File: src/rtl/lbus_pkg.sv
package lbus_pkg;

    localparam int DW          = 32;
    localparam int NBE         = DW / 8;
    localparam int REGION_W    = 4;
    localparam int NUM_REGIONS = 14;
    localparam int REG_REGION  = 13;
    localparam int RF_IDX_W    = 3;
    localparam int WORD_W      = 2;

    typedef enum logic [0:0] {
        ST_IDLE = 1'b0,
        ST_DATA = 1'b1
    } hs_state_e;

    typedef struct packed {
        logic [DW-1:4] hi;
        logic          wr;
    } lat_addr_t;

    typedef struct packed {
        logic [REGION_W-1:0] idx;
        logic                mapped;
        logic                is_reg;
    } region_t;

    function automatic logic [DW-1:0] lane_mask(input logic [NBE-1:0] be_n);
        logic [DW-1:0] m;
        for (int l = 0; l < NBE; l++) begin
            m[8*l +: 8] = {8{~be_n[l]}};
        end
        return m;
    endfunction

endpackage

File: src/rtl/lbus_addr_latch.sv
module lbus_addr_latch
    import lbus_pkg::*;
#(
    parameter int DATA_W = DW,
    parameter int WRD_W  = WORD_W
) (
    input  logic              clk,
    input  logic              rst,
    input  logic              ale,
    input  logic              cip_n,
    input  logic [DATA_W-1:0] ad,
    input  logic [WRD_W-1:0]  lo,
    input  logic              wr_n,
    input  logic              beat_adv,
    output lat_addr_t         lat,
    output logic [WRD_W-1:0]  word
);

    logic capture;
    assign capture = ale && !cip_n;

    always_ff @(posedge clk) begin
        if (rst) begin
            lat  <= '0;
            word <= '0;
        end else if (capture) begin
            lat.hi <= ad[DATA_W-1:4];
            lat.wr <= ~wr_n;
            word   <= lo;
        end else if (beat_adv) begin
            word <= word + 1'b1;
        end
    end

endmodule

File: src/rtl/lbus_region_dec.sv
module lbus_region_dec
    import lbus_pkg::*;
#(
    parameter int IDX_W   = REGION_W,
    parameter int N_REG   = NUM_REGIONS,
    parameter int REG_SEL = REG_REGION
) (
    input  logic [IDX_W-1:0] top_bits,
    output region_t          region
);

    always_comb begin
        region.idx    = top_bits;
        region.mapped = 1'b0;
        for (int r = 0; r < N_REG; r++) begin
            if (top_bits == IDX_W'(r)) region.mapped = 1'b1;
        end
        region.is_reg = region.mapped && (top_bits == IDX_W'(REG_SEL));
    end

endmodule

File: src/rtl/lbus_regfile.sv
module lbus_regfile
    import lbus_pkg::*;
#(
    parameter int DATA_W = DW,
    parameter int IDX_W  = RF_IDX_W
) (
    input  logic                clk,
    input  logic                rst,
    input  logic                we,
    input  logic [IDX_W-1:0]    idx,
    input  logic [DATA_W/8-1:0] be_n,
    input  logic [DATA_W-1:0]   wdata,
    output logic [DATA_W-1:0]   rdata
);

    localparam int NREGS = 1 << IDX_W;
    localparam int LANES = DATA_W / 8;

    for (genvar l = 0; l < LANES; l++) begin : g_lane
        logic [7:0] lane_q [NREGS];

        always_ff @(posedge clk) begin
            if (rst) begin
                for (int i = 0; i < NREGS; i++) lane_q[i] <= '0;
            end else if (we && !be_n[l]) begin
                lane_q[idx] <= wdata[8*l +: 8];
            end
        end

        assign rdata[8*l +: 8] = be_n[l] ? 8'h00 : lane_q[idx];
    end

endmodule

File: src/rtl/lbus_hs_fsm.sv
module lbus_hs_fsm
    import lbus_pkg::*;
(
    input  logic    clk,
    input  logic    rst,
    input  logic    ale,
    input  logic    cip_n,
    input  logic    last_n,
    input  region_t region,
    output logic    ack,
    output logic    berr,
    output logic    beat_adv
);

    hs_state_e state_q, state_d;
    logic      live;

    assign live     = (state_q == ST_DATA) && !cip_n && !ale;
    assign ack      = live && region.is_reg;
    assign berr     = live && !region.mapped;
    assign beat_adv = ack && last_n;

    always_comb begin
        state_d = state_q;
        case (state_q)
            ST_IDLE: if (ale && !cip_n) state_d = ST_DATA;
            ST_DATA: begin
                if (cip_n)                 state_d = ST_IDLE;
                else if (berr)             state_d = ST_IDLE;
                else if (ack && !last_n)   state_d = ST_IDLE;
            end
            default: state_d = ST_IDLE;
        endcase
    end

    always_ff @(posedge clk) begin
        if (rst) state_q <= ST_IDLE;
        else     state_q <= state_d;
    end

endmodule

File: src/rtl/lbus_slave.sv
module lbus_slave
    import lbus_pkg::*;
(
    input  logic          clk,
    input  logic          rst,
    input  logic [DW-1:0] bus_ad_i,
    output logic [DW-1:0] bus_ad_o,
    output logic          bus_ad_oe,
    input  logic [1:0]    lo_addr_i,
    input  logic          ale_i,
    input  logic          cip_n_i,
    input  logic          wr_n_i,
    input  logic [3:0]    be_n_i,
    input  logic          last_n_i,
    output logic          ack_n_o,
    output logic          berr_n_o,
    output logic [3:0]    region_o
);

    localparam int HI_IDX_W = RF_IDX_W - WORD_W;

    lat_addr_t           lat;
    logic [WORD_W-1:0]   word;
    region_t             region;
    logic                ack, berr, beat_adv;
    logic [RF_IDX_W-1:0] rf_idx;
    logic [DW-1:0]       rf_rdata;

    lbus_addr_latch #(.DATA_W(DW), .WRD_W(WORD_W)) u_latch (
        .clk(clk), .rst(rst), .ale(ale_i), .cip_n(cip_n_i), .ad(bus_ad_i),
        .lo(lo_addr_i), .wr_n(wr_n_i), .beat_adv(beat_adv),
        .lat(lat), .word(word)
    );

    lbus_region_dec #(.IDX_W(REGION_W), .N_REG(NUM_REGIONS), .REG_SEL(REG_REGION)) u_dec (
        .top_bits(lat.hi[DW-1 -: REGION_W]), .region(region)
    );

    lbus_hs_fsm u_fsm (
        .clk(clk), .rst(rst), .ale(ale_i), .cip_n(cip_n_i), .last_n(last_n_i),
        .region(region), .ack(ack), .berr(berr), .beat_adv(beat_adv)
    );

    assign rf_idx = {lat.hi[4 +: HI_IDX_W], word};

    lbus_regfile #(.DATA_W(DW), .IDX_W(RF_IDX_W)) u_rf (
        .clk(clk), .rst(rst), .we(ack && lat.wr), .idx(rf_idx),
        .be_n(be_n_i), .wdata(bus_ad_i), .rdata(rf_rdata)
    );

    assign bus_ad_oe = ack && !lat.wr;
    assign bus_ad_o  = bus_ad_oe ? rf_rdata : '0;
    assign ack_n_o   = ~ack;
    assign berr_n_o  = ~berr;
    assign region_o  = region.idx;


    ack_berr_excl_chk: assert property (@(posedge clk) disable iff (rst)
        !(!ack_n_o && !berr_n_o));


    berr_pulse_chk: assert property (@(posedge clk) disable iff (rst)
        !berr_n_o |=> berr_n_o);


    berr_unmapped_chk: assert property (@(posedge clk) disable iff (rst)
        !berr_n_o |-> !region.mapped);


    last_idle_chk: assert property (@(posedge clk) disable iff (rst)
        (!ack_n_o && !last_n_i) |=> ack_n_o);


    beat_step_chk: assert property (@(posedge clk) disable iff (rst)
        (!ack_n_o && last_n_i) |=> (word == $past(word) + 2'd1));

endmodule

File: config.mk
export PLATFORM = sky130hd
export DESIGN_NAME = lbus_slave
export DESIGN_NICKNAME = d
export VERILOG_FILES = /design/src/rtl/lbus_pkg.sv /design/src/rtl/lbus_addr_latch.sv /design/src/rtl/lbus_region_dec.sv /design/src/rtl/lbus_regfile.sv /design/src/rtl/lbus_hs_fsm.sv /design/src/rtl/lbus_slave.sv
export SDC_FILE = /design/constraint.sdc
export NUM_CORES = 1
export LEC_CHECK = 0
export CORE_UTILIZATION = 45
export DETAILED_ROUTE_END_ITERATION = 7
export PLACE_DENSITY = 0.6
export RECOVER_POWER = 25
export REMOVE_ABC_BUFFERS = 1
export SKIP_LAST_GASP = 1
export SLEW_MARGIN = 40
export SYNTH_ARGS = -nofsm -noshare
export SYNTH_HDL_FRONTEND = slang
export SYNTH_HIERARCHICAL = 1
export SYNTH_SLANG_ARGS = --single-unit
File: constraint.sdc
create_clock -name clk -period 3.2 [get_ports clk]
set_clock_uncertainty 0.15 [all_clocks]
set_input_delay 0.64 -clock clk [delete_from_list [all_inputs] [get_ports clk]]
set_output_delay 0.64 -clock clk [all_outputs]
set_load 0.005 [all_outputs]
Word-level counts from Yosys, hierarchy flattened
Memories as Yosys holds them, arrays and structs flattened.
Cells that the tools add are included.
{"block": "word_totals", "latchBits": 0, "wordCells": 107, "n_memories": 4, "in_bits": 44, "out_inout_bits": 39, "reg_bits": 32, "mem_bits_ro": 0, "ramBits": 256}
{"memory": "u_rf.g_lane[0].lane_q", "depth": 8, "word_bits": 8, "read_ports": 1, "rd_ports_with_merged_regs": 0, "write_ports": 8, "line": "lbus_regfile.sv:20", "source": "logic [7:0] lane_q [NREGS];"}
{"memory": "u_rf.g_lane[1].lane_q", "depth": 8, "word_bits": 8, "read_ports": 1, "rd_ports_with_merged_regs": 0, "write_ports": 8, "line": "lbus_regfile.sv:20"}
{"memory": "u_rf.g_lane[2].lane_q", "depth": 8, "word_bits": 8, "read_ports": 1, "rd_ports_with_merged_regs": 0, "write_ports": 8, "line": "lbus_regfile.sv:20"}
{"memory": "u_rf.g_lane[3].lane_q", "depth": 8, "word_bits": 8, "read_ports": 1, "rd_ports_with_merged_regs": 0, "write_ports": 8, "line": "lbus_regfile.sv:20"}
{"block": "op_classes", "n_shift": 0, "n_mul": 0, "magnitude_cmp": 0, "add_sub_neg": 1, "n_eq_ne": 13, "muxes": 52, "n_div": 0, "bitwise_logic": 4, "n_reduce_logical": 29}
{"op": "2-to-1 mux 8 bit", "count": 8}
{"op": "2-to-1 mux 1 bit", "count": 36}
{"op": "2-to-1 mux 32 bit", "count": 1}
{"op": "OR reduction 8 bit", "count": 4}
{"op": "== test 4 bit, second input constant", "count": 6}
{"op": "== test 4 x 3 -> 1 bit, second input constant", "count": 4}
{"op": "logical AND 1 bit", "count": 14}
{"op": "2-to-1 mux 3 bit", "count": 4}
{"op": "zero test 1 bit", "count": 9}
{"op": "== test 4 x 2 -> 1 bit, second input constant", "count": 2}
{"op": "== test 4 x 1 -> 1 bit, second input constant", "count": 1}
{"op": "zero test 4 bit", "count": 1}
{"op": "2-to-1 mux 2 bit", "count": 2}
{"op": "inverter 1 bit", "count": 4}
{"op": "adder 2 x 1 -> 2 bit, second input constant", "count": 1}
{"op": "case mux 1 bit (2 select lines)", "count": 1}
{"op": "nonzero test 2 bit", "count": 1}

Depth between registers and ports, before layout
Gate-level depths: netlist of the first run.
{"block": "depth", "depth_word": 24, "mapped_depth": 8, "ltp_nobuf": 6}

Hierarchy
Netlist of the first run, hierarchy kept.
{"module": "lbus_regfile", "cells_per_inst": 937, "instances": 1, "seq_area_each_um2": 7687.4, "area_each_um2": 12284.3}
{"module": "lbus_addr_latch", "cells_per_inst": 135, "instances": 1, "seq_area_each_um2": 620.6, "area_each_um2": 1099.8}
{"module": "lbus_slave", "cells_per_inst": 42, "instances": 1, "seq_area_each_um2": 0.0, "area_each_um2": 330.3}
{"module": "lbus_hs_fsm", "cells_per_inst": 7, "instances": 1, "seq_area_each_um2": 20.0, "area_each_um2": 65.1}
{"module": "lbus_region_dec", "cells_per_inst": 6, "instances": 1, "seq_area_each_um2": 0.0, "area_each_um2": 45.0}

Least setup slack after synthesis of the first run
No wires, ideal clock.
{"block": "synth_timing", "path_type": "input -> register", "from": "input ale_i", "to": "memory u_rf.g_lane[1].lane_q[3][0] (enable)", "n_path_buf": 1, "slack_ps": 312, "arrival_time_ps": 2409, "path_stages": 6, "setup_ps": 329, "t_required_ps": 2721, "path_cell_list": "and4bb_1 buf_2 and2_1 or4b_1 nor2_2 or2_1"}
{"element": "from (decl)", "line": "lbus_slave.sv:10", "source": "input logic ale_i,"}
{"element": "to (decl)", "line": "lbus_regfile.sv:20"}

Final worst setup path of the first run
{"block": "layout_timing", "from": "register u_latch.word[1]", "to": "output bus_ad_o[13]"}
{"block": "layout_between", "elab_chain_cells": 3}
{"element": "from (decl)", "line": "lbus_addr_latch.sv:16", "source": "output logic [WRD_W-1:0] word"}
{"element": "from (signal assigned)", "line": "lbus_addr_latch.sv:29", "source": "word <= lo;"}
{"element": "from (signal assigned)", "line": "lbus_addr_latch.sv:31", "source": "word <= word + 1'b1;"}
{"element": "memory (8 x 8 bit)"}
{"element": "2-to-1 mux 8 bit", "line": "lbus_regfile.sv:30", "source": "assign rdata[8*l +: 8] = be_n[l] ? 8'h00 : lane_q[idx];"}
{"element": "named net rf_rdata[13]", "line": "lbus_slave.sv:27", "source": "logic [DW-1:0] rf_rdata;"}
{"element": "2-to-1 mux 32 bit", "line": "lbus_slave.sv:52", "source": "assign bus_ad_o = bus_ad_oe ? rf_rdata : '0;"}
{"element": "to (decl)", "line": "lbus_slave.sv:7", "source": "output logic [DW-1:0] bus_ad_o,"}
The timed path passes the listed nets, and every way through them passes these cells.

==> impl_results.md, run 1 <==
* Core area at 28600 sq um
* Power Density at 479 nW/um^2
* Critical path data required time at 2.41 ns
* Residual DRC count at 0
* Worst hold-check path type: register to register
* Clock tree from TritonCTS: yes
* Vias after detailed routing at 8897
* Die X at 172 um
* Syn Area/Cell at 12.6 sq um
* Site row count at 62
* RSZ-0062 raised after global routing: yes
* Data arrival time of the worst path at 2.59 ns
* Yosys warnings at 6
* Effective utilization at floorplan at 45.6%
* Endpoint of the lowest-slack register-to-register path: u_rf/g_lane[1].lane_q[7][4]$_SDFFCE_PN0P_
* Number of iterations in the first detailed-routing pass at 7
* Port-buffer cells at 82
* Tightest slew margin relative to the limit at 2.63%
* Min-delay src: u_latch/lat[25]$_SDFFE_PP0P_
* Antenna violations before repair at 0
* Chip height at 172 um
* Outcome: complete, but fails checks
* Via/cell ratio at 5.58
* Finish-stage setup viols at 12
* Number of instances in the synthesized netlist at 1033
* Pin count of the biggest net entering global routing at 44
* Die Outline Area at 29700 sq um
* Post-route worst setup slack at -0.179 ns
* H-tree depth reported by CTS at 1
* Number of sinks on the clock net at 265
* Setup slack at placement at -0.0344 ns
* Peak clock frequency supported by timing at 296 MHz
* Insertion delay of the later-clocked pin in the worst-skew pair at 0.55 ns
* Detailed placer's ending HPWL at 22900 um
* Worst hold stages at 2
* Post-DRT Antenna Nets at 0
* Reg-to-reg slack, setup at 0.24 ns
* Number of design-rule violations left by the first detailed-router iteration at 634
* Maximum net fanout on the critical path at 6
* Routed wire per std cell at 22.2 um
* Cell area after synthesis at 13100 sq um
* Clock tree buffer depth at 3
* Startpoint Class: register
* Clk slew on worst S/H paths at 0.06 ns
* Transition time of the tightest slew-check pin at 1.46 ns
* Leakage power figure at 6.47 nW
* Gr usage total at 23.0%
* Overall power after layout at 0.00777 W
* Overall routed net length at 35400 um
* Buffer cell driving the clock tree root: clkbuf_16
* First-pass GRT wire length at 50900 um
* Cts bufs inserted at 29
* NumNets Final at 1231
* Endpoint class of the critical path: output pin
* Depth of the worst register-to-register path at 7
* Max-cap viol count at 0
* Number of diodes added for antenna fixing at 0
* Layout area overhead at 24.1%
* Gpl congestion at 0.795
* Final Hold Fails at 0
* Vias in the first global route at 8638
* Startpoint of the worst register-to-register path: u_latch/lat[27]$_SDFFE_PP0P_
* Critical path class: register to output pin
* Period minus WS final at 3.38 ns
* Violated checks: negative setup slack
* Count of boundary I/O pins at 83
* Final worst-path cycle share at 106%
* Count of filler cells inserted in the layout at 2416
* Total congestion overflow after global routing at 0
* Fraction of final layout cells with drive strength greater than 1 at 19.7%
* Max VDD drop at 0.327 mV
* Final number of max-transition violations at 0
* Hold Crit Endpoint: u_latch/lat[25]$_SDFFE_PP0P_
registers in the layout, indices dropped and copies added, names as in the netlist:
| name | count |
|---|---|
| u_rf/g_lane.lane_q | 256 |
| u_latch/lat | 6 |
| u_fsm/state_q | 1 |
| u_latch/word | 2 |
cell type report:
cell class / instances / area, sq um / area share, %
Clock inverter: 20 / 123 / 0.756
Inverter: 3 / 11.3 / 0.0695
Timing Repair Buffer: 197 / 1980 / 12.2
Tap cell: 384 / 480 / 2.96
Multi-Input combinational cell: 691 / 4990 / 30.8
Clock buffer: 34 / 744 / 4.59
Sequential cell: 265 / 7880 / 48.6
per-layer routing:
metal  vias to the layer above  share of wire [%]  GRT usage [%]
met5                         -                  0              0
met4                         0                2.3           6.62
met3                        55                4.8           2.84
met2                       261                 49           39.2
met1                      4427                 44           30.7
li1                       4154                  -              -
cells in the final DEF (no fill, tap or decap), types with 23 or more instances in the layout:
cell type and instances:
mux2i_1 25, nor2_1 23, edfxtp_1 256, and3b_1 32
or2_2 30, clkbuf_16 36, nand2b_1 25, and2_1 206
and2_0 59, a31oi_1 25, clkdlybuf4s50_1 52, buf_4 69
dlymetal6s2s_1 23
what timing repair did:
item / CTS / global route
cloned: 0 / 8
gates resized for setup: 17 / 63
pin swaps: 18 / 43
setup buffers: 4 / 25
hold buffers: 0 / 0
endpoints found under the setup margin: 32 / 33
per-stage QoR:
| step | TNS, ns | std cells | hold slack (ns) | cell area, sq um | util, % |
|---|---|---|---|---|---|
| after floorplan | -77.87 | 959 | 0.306 | 12700 | - |
| after global placement | 0 | 1503 | 0.322 | 14700 | 51.4 |
| after detailed placement | -0.102 | 1503 | 0.316 | 14700 | 51.4 |
| after CTS | -5.82 | 1561 | 0.328 | 15700 | 54.8 |
| after global routing | -2.43 | 1594 | 0.355 | 16200 | 56.6 |
| final | -1.01 | 1594 | 0.328 | 16200 | 56.6 |
how the worst max path moves through the flow:
stage	startpoint	end	slack (ns)	depth (start not counted)
after CTS	u_latch/word[1]$_SDFFE_PP0P_	bus_ad_o[15]	-0.25	7
final	u_latch/word[1]$_SDFFE_PP0P_	bus_ad_o[13]	-0.18	8
after detailed placement	be_n_i[0]	bus_ad_o[6]	-0.03	6
after global routing	u_latch/word[1]$_SDFFE_PP0P_	bus_ad_o[13]	-0.26	8
after floorplan	u_latch/word[1]$_SDFFE_PP0P_	bus_ad_o[14]	-1.19	4
after global placement	be_n_i[0]	bus_ad_o[6]	0.02	6
worst max-delay path: stages, from the launching register on:
cell             delay, ns
dfxtp_4               0.40
buf_4                 0.15
nor2b_4               0.18
buf_12                0.14
buf_12                0.13
a31oi_1               0.14
a31oi_2               0.23
and3b_1               0.17
clkdlybuf4s50_1       0.50
power by group:
part           switching (W)  total (W)  internal (W)
combinational       0.000417   0.000735      0.000318
sequential         0.0000441    0.00395       0.00390
clock                0.00135    0.00309       0.00174
Note: power is estimated with default switching activity, not from simulation.
==> run 2, diff against run 1 <==
- SLEW_MARGIN: 40 -> 20
==> results of run 2 <==
Final layout, timing and power as in run 1 (identical DEF).
